--- src/rtl/dra_pkg.sv ---
package dra_pkg;
  typedef struct packed {
    logic ack_high;
    logic edge_mode;
    logic sense_high;
    logic burst_mode;
  } dra_cfg_t;

  localparam int unsigned DRA_SYNC_STAGES = 2;
endpackage

--- src/rtl/dra_cfg_regs.sv ---
module dra_cfg_regs
  import dra_pkg::*;
(
  input  logic     clk,
  input  logic     rst_n,
  input  logic     standby,
  input  logic     we,
  input  dra_cfg_t d,
  output dra_cfg_t q
);
  // Hard reset and standby both clear; module standby is deliberately absent.
  always_ff @(posedge clk or negedge rst_n) begin
    if (!rst_n)       q <= '0;
    else if (standby) q <= '0;
    else if (we)      q <= d;
  end
endmodule

--- src/rtl/dra_sync.sv ---
module dra_sync #(
  parameter int unsigned STAGES  = 2,
  parameter logic        RST_VAL = 1'b1
) (
  input  logic clk,
  input  logic rst_n,
  input  logic d,
  output logic q
);
  localparam int unsigned LAST = STAGES - 1;

  logic [STAGES-1:0] chain;

  generate
    if (STAGES == 1) begin : g_single
      always_ff @(posedge clk or negedge rst_n) begin
        if (!rst_n) chain <= RST_VAL;
        else        chain <= d;
      end
    end else begin : g_multi
      always_ff @(posedge clk or negedge rst_n) begin
        if (!rst_n) chain <= {STAGES{RST_VAL}};
        else        chain <= {chain[STAGES-2:0], d};
      end
    end
  endgenerate

  assign q = chain[LAST];
endmodule

--- src/rtl/dra_detect.sv ---
module dra_detect (
  input  logic clk,
  input  logic rst_n,
  input  logic flush,
  input  logic edge_mode,
  input  logic sense_high,
  input  logic samp,
  input  logic accept,
  output logic pending
);
  logic prev;
  logic edge_pend;
  logic lvl_hit;
  logic edge_hit;

  // Previous synchronised sample; reset to the idle level of the default sense.
  always_ff @(posedge clk or negedge rst_n) begin
    if (!rst_n) prev <= 1'b1;
    else        prev <= samp;
  end

  assign lvl_hit  = (samp == sense_high);
  assign edge_hit = sense_high ? (samp & ~prev) : (~samp & prev);

  // A fresh edge wins over a same-cycle acceptance so it is not lost.
  always_ff @(posedge clk or negedge rst_n) begin
    if (!rst_n)                    edge_pend <= 1'b0;
    else if (flush || !edge_mode)  edge_pend <= 1'b0;
    else if (edge_hit)             edge_pend <= 1'b1;
    else if (accept)               edge_pend <= 1'b0;
  end

  assign pending = edge_mode ? edge_pend : lvl_hit;
endmodule

--- src/rtl/dra_ack.sv ---
module dra_ack (
  input  logic clk,
  input  logic rst_n,
  input  logic flush,
  input  logic park,
  input  logic burst_mode,
  input  logic ack_high,
  input  logic accept,
  input  logic xfer_done,
  output logic ack_pin
);
  logic active;
  logic on;

  always_ff @(posedge clk or negedge rst_n) begin
    if (!rst_n)          active <= 1'b0;
    else if (flush)      active <= 1'b0;
    else if (burst_mode) begin
      if (accept)         active <= 1'b1;
      else if (xfer_done) active <= 1'b0;
    end else              active <= accept;
  end

  assign on      = active & ~park;
  assign ack_pin = ack_high ? on : ~on;
endmodule

--- src/rtl/dma_req_ack.sv ---
module dma_req_ack
  import dra_pkg::*;
#(
  parameter int unsigned SYNC_STAGES = DRA_SYNC_STAGES
) (
  input  logic clk,
  input  logic rst_n,
  input  logic standby,
  input  logic mod_stby,
  input  logic cfg_we,
  input  logic cfg_ack_high,
  input  logic cfg_edge_mode,
  input  logic cfg_sense_high,
  input  logic cfg_burst_mode,
  input  logic req_pin,
  output logic req_valid,
  input  logic req_ready,
  input  logic xfer_done,
  output logic ack_pin,
  output logic cfg_err
);
  dra_cfg_t cfg_d;
  dra_cfg_t cfg_q;
  logic     samp;
  logic     pend;
  logic     blocked;
  logic     flush;
  logic     accept;

  assign cfg_d = '{ack_high:   cfg_ack_high,
                   edge_mode:  cfg_edge_mode,
                   sense_high: cfg_sense_high,
                   burst_mode: cfg_burst_mode};

  dra_cfg_regs u_regs (
    .clk     (clk),
    .rst_n   (rst_n),
    .standby (standby),
    .we      (cfg_we),
    .d       (cfg_d),
    .q       (cfg_q)
  );

  dra_sync #(.STAGES(SYNC_STAGES), .RST_VAL(1'b1)) u_sync (
    .clk   (clk),
    .rst_n (rst_n),
    .d     (req_pin),
    .q     (samp)
  );

  assign cfg_err   = ~cfg_q.edge_mode & cfg_q.burst_mode;
  assign blocked   = standby | mod_stby | cfg_err;
  assign flush     = blocked | cfg_we;
  assign req_valid = pend & ~blocked;
  assign accept    = req_valid & req_ready;

  dra_detect u_det (
    .clk        (clk),
    .rst_n      (rst_n),
    .flush      (flush),
    .edge_mode  (cfg_q.edge_mode),
    .sense_high (cfg_q.sense_high),
    .samp       (samp),
    .accept     (accept),
    .pending    (pend)
  );

  dra_ack u_ack (
    .clk        (clk),
    .rst_n      (rst_n),
    .flush      (flush),
    .park       (mod_stby),
    .burst_mode (cfg_q.burst_mode),
    .ack_high   (cfg_q.ack_high),
    .accept     (accept),
    .xfer_done  (xfer_done),
    .ack_pin    (ack_pin)
  );
endmodule

--- config.mk ---
export PLATFORM = sky130hd
export DESIGN_NAME = dma_req_ack
export DESIGN_NICKNAME = d
export VERILOG_FILES = /design/src/rtl/dra_pkg.sv /design/src/rtl/dra_cfg_regs.sv /design/src/rtl/dra_sync.sv /design/src/rtl/dra_detect.sv /design/src/rtl/dra_ack.sv /design/src/rtl/dma_req_ack.sv
export SDC_FILE = /design/constraint.sdc
export NUM_CORES = 1
export LEC_CHECK = 0
export BUFFER_PORTS_ARGS = -buffer_cell sky130_fd_sc_hd__buf_4
export CORE_AREA = 2 2 39 41
export CTS_CLUSTER_DIAMETER = 40
export CTS_CLUSTER_SIZE = 16
export DETAILED_ROUTE_END_ITERATION = 10
export DIE_AREA = 0 0 41 43
export PLACE_DENSITY = 0.53
export SLEW_MARGIN = 40
export SYNTH_ARGS = -nofsm -noshare
export SYNTH_HDL_FRONTEND = slang
export SYNTH_SLANG_ARGS = --single-unit
--- constraint.sdc ---
create_clock -name clk -period 1.3 [get_ports clk]
set_input_delay 0.13 -clock clk [delete_from_list [all_inputs] [get_ports clk]]
set_output_delay 0.13 -clock clk [all_outputs]
set_load 0.1 [all_outputs]
* Yosys cells after proc, flatten, opt, wreduce, memory -nomap -nowiden
Index checks and enable logic that the tools add are counted.
** Operators by class
- Equal/unequal tests :: 2
- Muxes and demuxes :: 12
- Bitwise operators :: 15
- Reductions and logical operators :: 4
** Operators with widths (number)
- $mux 1 :: 10
- $mux 4 :: 2
- $and 1x1->1 :: 6
- $not 1->1 :: 6
- $ne 4x2->1 const B :: 1
- $or 1x1->1 :: 3
- $reduce_bool 3->1 :: 1
- $reduce_bool 2->1 :: 1
- $eq 1x1->1 :: 1
- $logic_not 1->1 :: 1
- $logic_or 1x1->1 :: 1
** Word-level totals
- Register bits after elaboration :: 9
- Bits of input ports :: 12
- Output and inout bits :: 3

* Depth between registers and ports, before layout
- Depth after elaboration :: 9
- Gate-level depth with buffers :: 3
- Depth with buffers taken out :: 3

* Modules after synthesis
Synthesis repeated with hierarchy kept, for this count alone.
** Second synthesis, totals
- Cell total of the unflattened synthesis :: 36
- Area, all modules :: 426.7 µm²
** Modules (own cells, without submodules)
- dra_cfg_regs :: times used 1, cells an instance 13, area each 160.2 µm², seq. area each 100.1 µm²
- dra_detect :: times used 1, cells an instance 10, area each 110.1 µm², seq. area each 51.3 µm²
- dra_ack :: times used 1, cells an instance 6, area each 63.8 µm², seq. area each 25.0 µm²
- dra_sync :: times used 1, cells an instance 2, area each 52.6 µm², seq. area each 52.6 µm²
- dma_req_ack :: times used 1, cells an instance 5, area each 40.0 µm², seq. area each 0.0 µm²

* Least setup slack after synthesis
Ideal clock, no wire load.
- Path type :: register to output
- Start point :: register u_regs.q[0] (netlist name)
- End point :: output req_valid
- Arrival :: 2369 ps
- Data required time :: 1170 ps
- Setup slack :: -1199 ps
- Stages on the path, launching flop included :: 4
- Buffers on the path :: 0
- Path through :: dfrtp_1 nor2b_2 or3_4 nor2_1
** Between the ends
- Longest elaborated chain between the ends :: 4
** RTL lines
- start: declaration :: line dra_cfg_regs.sv:9 : output dra_cfg_t q
- start signal: assignment :: line dra_cfg_regs.sv:13 : if (!rst_n) q <= '0;
- start signal: assignment :: line dra_cfg_regs.sv:14 : else if (standby) q <= '0;
- start signal: assignment :: line dra_cfg_regs.sv:15 : else if (we) q <= d;
- $and 1x1->1 :: line dma_req_ack.sv:51 : assign cfg_err = ~cfg_q.edge_mode & cfg_q.burst_mode;
- net cfg_err :: line dma_req_ack.sv:20 : output logic cfg_err
- $or 1x1->1 :: line dma_req_ack.sv:52 : assign blocked = standby | mod_stby | cfg_err;
- $not 1->1 :: line dma_req_ack.sv:54 : assign req_valid = pend & ~blocked;
- $and 1x1->1 :: line dma_req_ack.sv:54
- end: declaration :: line dma_req_ack.sv:16 : output logic req_valid,
The timed path passes the listed nets, and every way through them passes these cells.

* Worst setup path in the final report
- Start point :: register u_regs.q[0] (netlist name)
- End point :: output req_valid
** Between the ends
- Longest elaborated chain between the ends :: 4
** RTL lines (line)
- $and 1x1->1 :: dma_req_ack.sv:51
- $or 1x1->1 :: dma_req_ack.sv:52
- $not 1->1 :: dma_req_ack.sv:54
- $and 1x1->1 :: dma_req_ack.sv:54
No other way between the ends.

==> out/qor.yml <==
outcome: "complete, but fails checks"
violations: "negative setup slack"
synthFlopType: "dfrtp_1"
end_kind: "output pin"
drtIter0Drc: 0
path_class: "flop to output pin"
cts_sinks: 9
period_share: 1.17
leakagePower_nw: 0.340
muxShareOfSynthArea: 0.0967
die-height_microns: 43
rsz0062_at_grt: "yes"
start_util: 0.299
row_count: 14
ant_nets: 0
synth-xor-area-share: 0.0423
setup_viol: 1
grt_pass1_wl_microns: 1460
synth_edf_count: 0
route.detailed.drc: 0
crit_chain: "nor2b_4 -> or3_4 -> nor2_4 -> buf_12"
clkLatencyLatePin_ns: 0.26
clk_path_buf_depth: 2
synthCells: 35
avgSynthCellArea_sq_um: 11.8
nFillCells: 128
firstDrtPassIters: 1
antenna_found_initial: 0
synth-simple-area-share: 0.221
total_power_uw: 695
slowest_delay_ns: 0.38
core_sq_um: 1380
max-cap-violations: 0
syn_area_sq_um: 414
grt_pass1_vias: 388
arrival_ns: 1.39
grt.total_usage: 0.125
crit_required_ns: 1.17
postSynth.asyncResetShare: 1.00
numCtsBuffers: 3
maxSlewHeadroom: 0.844
die_w_microns: 41
crit_buf_inv: 1
fin_skew_ns: 0.00352
worstPathMaxFanout: 2
worstMarginPinSlew_ns: 0.232
period_minus_slack_ns: 1.52
place_congestion: 0.696
synth_cell_types: 19
setup_slack_ns: -0.217
drive_gt1_frac: 0.603
synth-seq-area-share: 0.553
vdd_ir_drop_max_mv: 0.416
h-tree-depth: 1
timing.final.max_slew_violations: 0
io_buffers: 14
cts_tree: "yes"
die_area_sq_um: 1760
grt_overflow: 0
power_density_nw_per_um2: 953
vias: 353
synth_compound_area_frac: 0.0695
hp-class: "primary input to flop"
critPathSlowestCell: "dfrtp_1"
ys_warn_count: 0
io-pin-count: 15
area_growth_pct: 76.1
clock-root-buffer: "clkbuf_4"
syn_nets: 47
wire_per_inst_microns: 11.8
num_antenna_cells: 0
path_delay_family: "simple AND/OR/NAND/NOR gates"
via_per_inst: 4.47
layout.nets: 76
hold_violations: 0
max_freq_mhz: 659
grt_start_max_net_pins: 10
critPathLaunchType: "flop"
synth_fa_ha_area_frac: 0
synth_top_family_by_area: "simple AND/OR/NAND/NOR gates"
ys_ff_latch: 9
clk_pin_slew_ns: 0.06
wirelength_microns: 936
fin_util: 0.527
[routing by layer]
layer  routed length [microns]  track usage
met5                         0            0
met1                       366        0.125
met4                         0       0.0600
met3                        44       0.0314
met2                       524        0.222
[Yosys cell counts, drive strengths merged (2+ instances only)]
| cell type | instances | area share |
|---|---|---|
| mux2i | 4 | 0.097 |
| xnor2 | 2 | 0.042 |
| nand3b | 2 | 0.036 |
| dfrtp | 6 | 0.36 |
| nor2 | 5 | 0.045 |
| dfstp | 3 | 0.19 |
| nor2b | 2 | 0.036 |
[layout make-up]
type,count,area [sq um],share of cell area
clock buffers,3,22.5,0.0309
clock inverters,1,5.00,0.00686
inverters,1,3.75,0.00515
multi-input cells,24,228,0.312
flip-flops and latches,9,229,0.314
well taps,16,20.0,0.0274
repair buffers,25,221,0.304
[report_power, final]
group          total [mW]  switching (mW)  leakage, nW  internal [mW]
Clock               0.212          0.0987       0.0177          0.113
Combinational       0.176          0.0876        0.210         0.0886
Sequential          0.307          0.0108        0.113          0.296
[through the flow]
step / TNS, ns / hold slack (ns) / worst slack, ns / instance area (sq um) / instances
2_1_floorplan: -0.353 / -0.166 / -0.283 / 445 / 35
3_3_place_gp: -0.0108 / -0.0438 / -0.0108 / 619 / 71
3_5_place_dp: -0.0279 / -0.0419 / -0.0279 / 619 / 71
4_1_cts: -0.235 / 0.0627 / -0.235 / 711 / 77
5_1_grt: -0.301 / 0.0622 / -0.252 / 729 / 79
6_report: -0.217 / 0.0752 / -0.217 / 729 / 79
[cells by family (layout without fill, tap and decap cells)]
family,after synthesis,after routing
buffers and inverters,2,30
xor gates and xnor gates,2,2
muxes,4,4
and+or+nand+nor,15,15
AOI/OAI and AO/OA,3,3
DFF,9,9
[path summary, 6_finish.rpt]
kind                                                start                          end  slack [ns]  cells after the start
worst min-delay path                             mod_stby  u_det.edge_pend$_DFFE_PN0P_        0.08                      2
worst max-delay path              u_regs.q[0]$_DFFE_PN0P_                    req_valid       -0.22                      4
worst max register to register    u_regs.q[0]$_DFFE_PN0P_     u_ack.active$_DFFE_PN0P_        0.05                      4
max in group asynchronous                           rst_n         u_det.prev$_DFF_PN1_        0.86                      2
worst min register to register  u_sync.chain[0]$_DFF_PN1_    u_sync.chain[1]$_DFF_PN1_        0.36                      0
min in group asynchronous                           rst_n      u_regs.q[1]$_DFFE_PN0P_        0.23                      2
[cells in the final DEF (no fill, tap or decap)]
| cell type | count |
|---|---|
| inv_1 | 1 |
| nor2_1 | 4 |
| nand3b_1 | 2 |
| a311oi_2 | 1 |
| or2b_1 | 1 |
| dfstp_2 | 3 |
| nand2_1 | 1 |
| nor2_4 | 1 |
| buf_12 | 2 |
| clkinv_2 | 1 |
| buf_6 | 1 |
| clkbuf_4 | 3 |
| a21oi_1 | 1 |
| dlygate4sd3_1 | 2 |
| nor4_1 | 1 |
| nor2b_4 | 2 |
| a221oi_1 | 1 |
| xnor2_2 | 1 |
| mux2i_2 | 1 |
| mux2i_1 | 3 |
| dfrtp_1 | 6 |
| or3_4 | 1 |
| xnor2_4 | 1 |
| and3b_1 | 1 |
| nand3_1 | 1 |
| buf_4 | 20 |
[registers in the layout, indices dropped and copies added (netlist names)]
| name | count |
|---|---|
| u_ack.active | 1 |
| u_det.edge_pend | 1 |
| u_det.prev | 1 |
| u_regs.q | 4 |
| u_sync.chain | 2 |
[repair_timing]
action	in CTS	in global routing
endpoints found under the hold margin	10	0
hold buffers	2	0
pin swaps	1	0
resized for setup	10	1
setup buffers	1	2
setup endpoints to repair	3	3
Power figures use the tool's default switching activity.
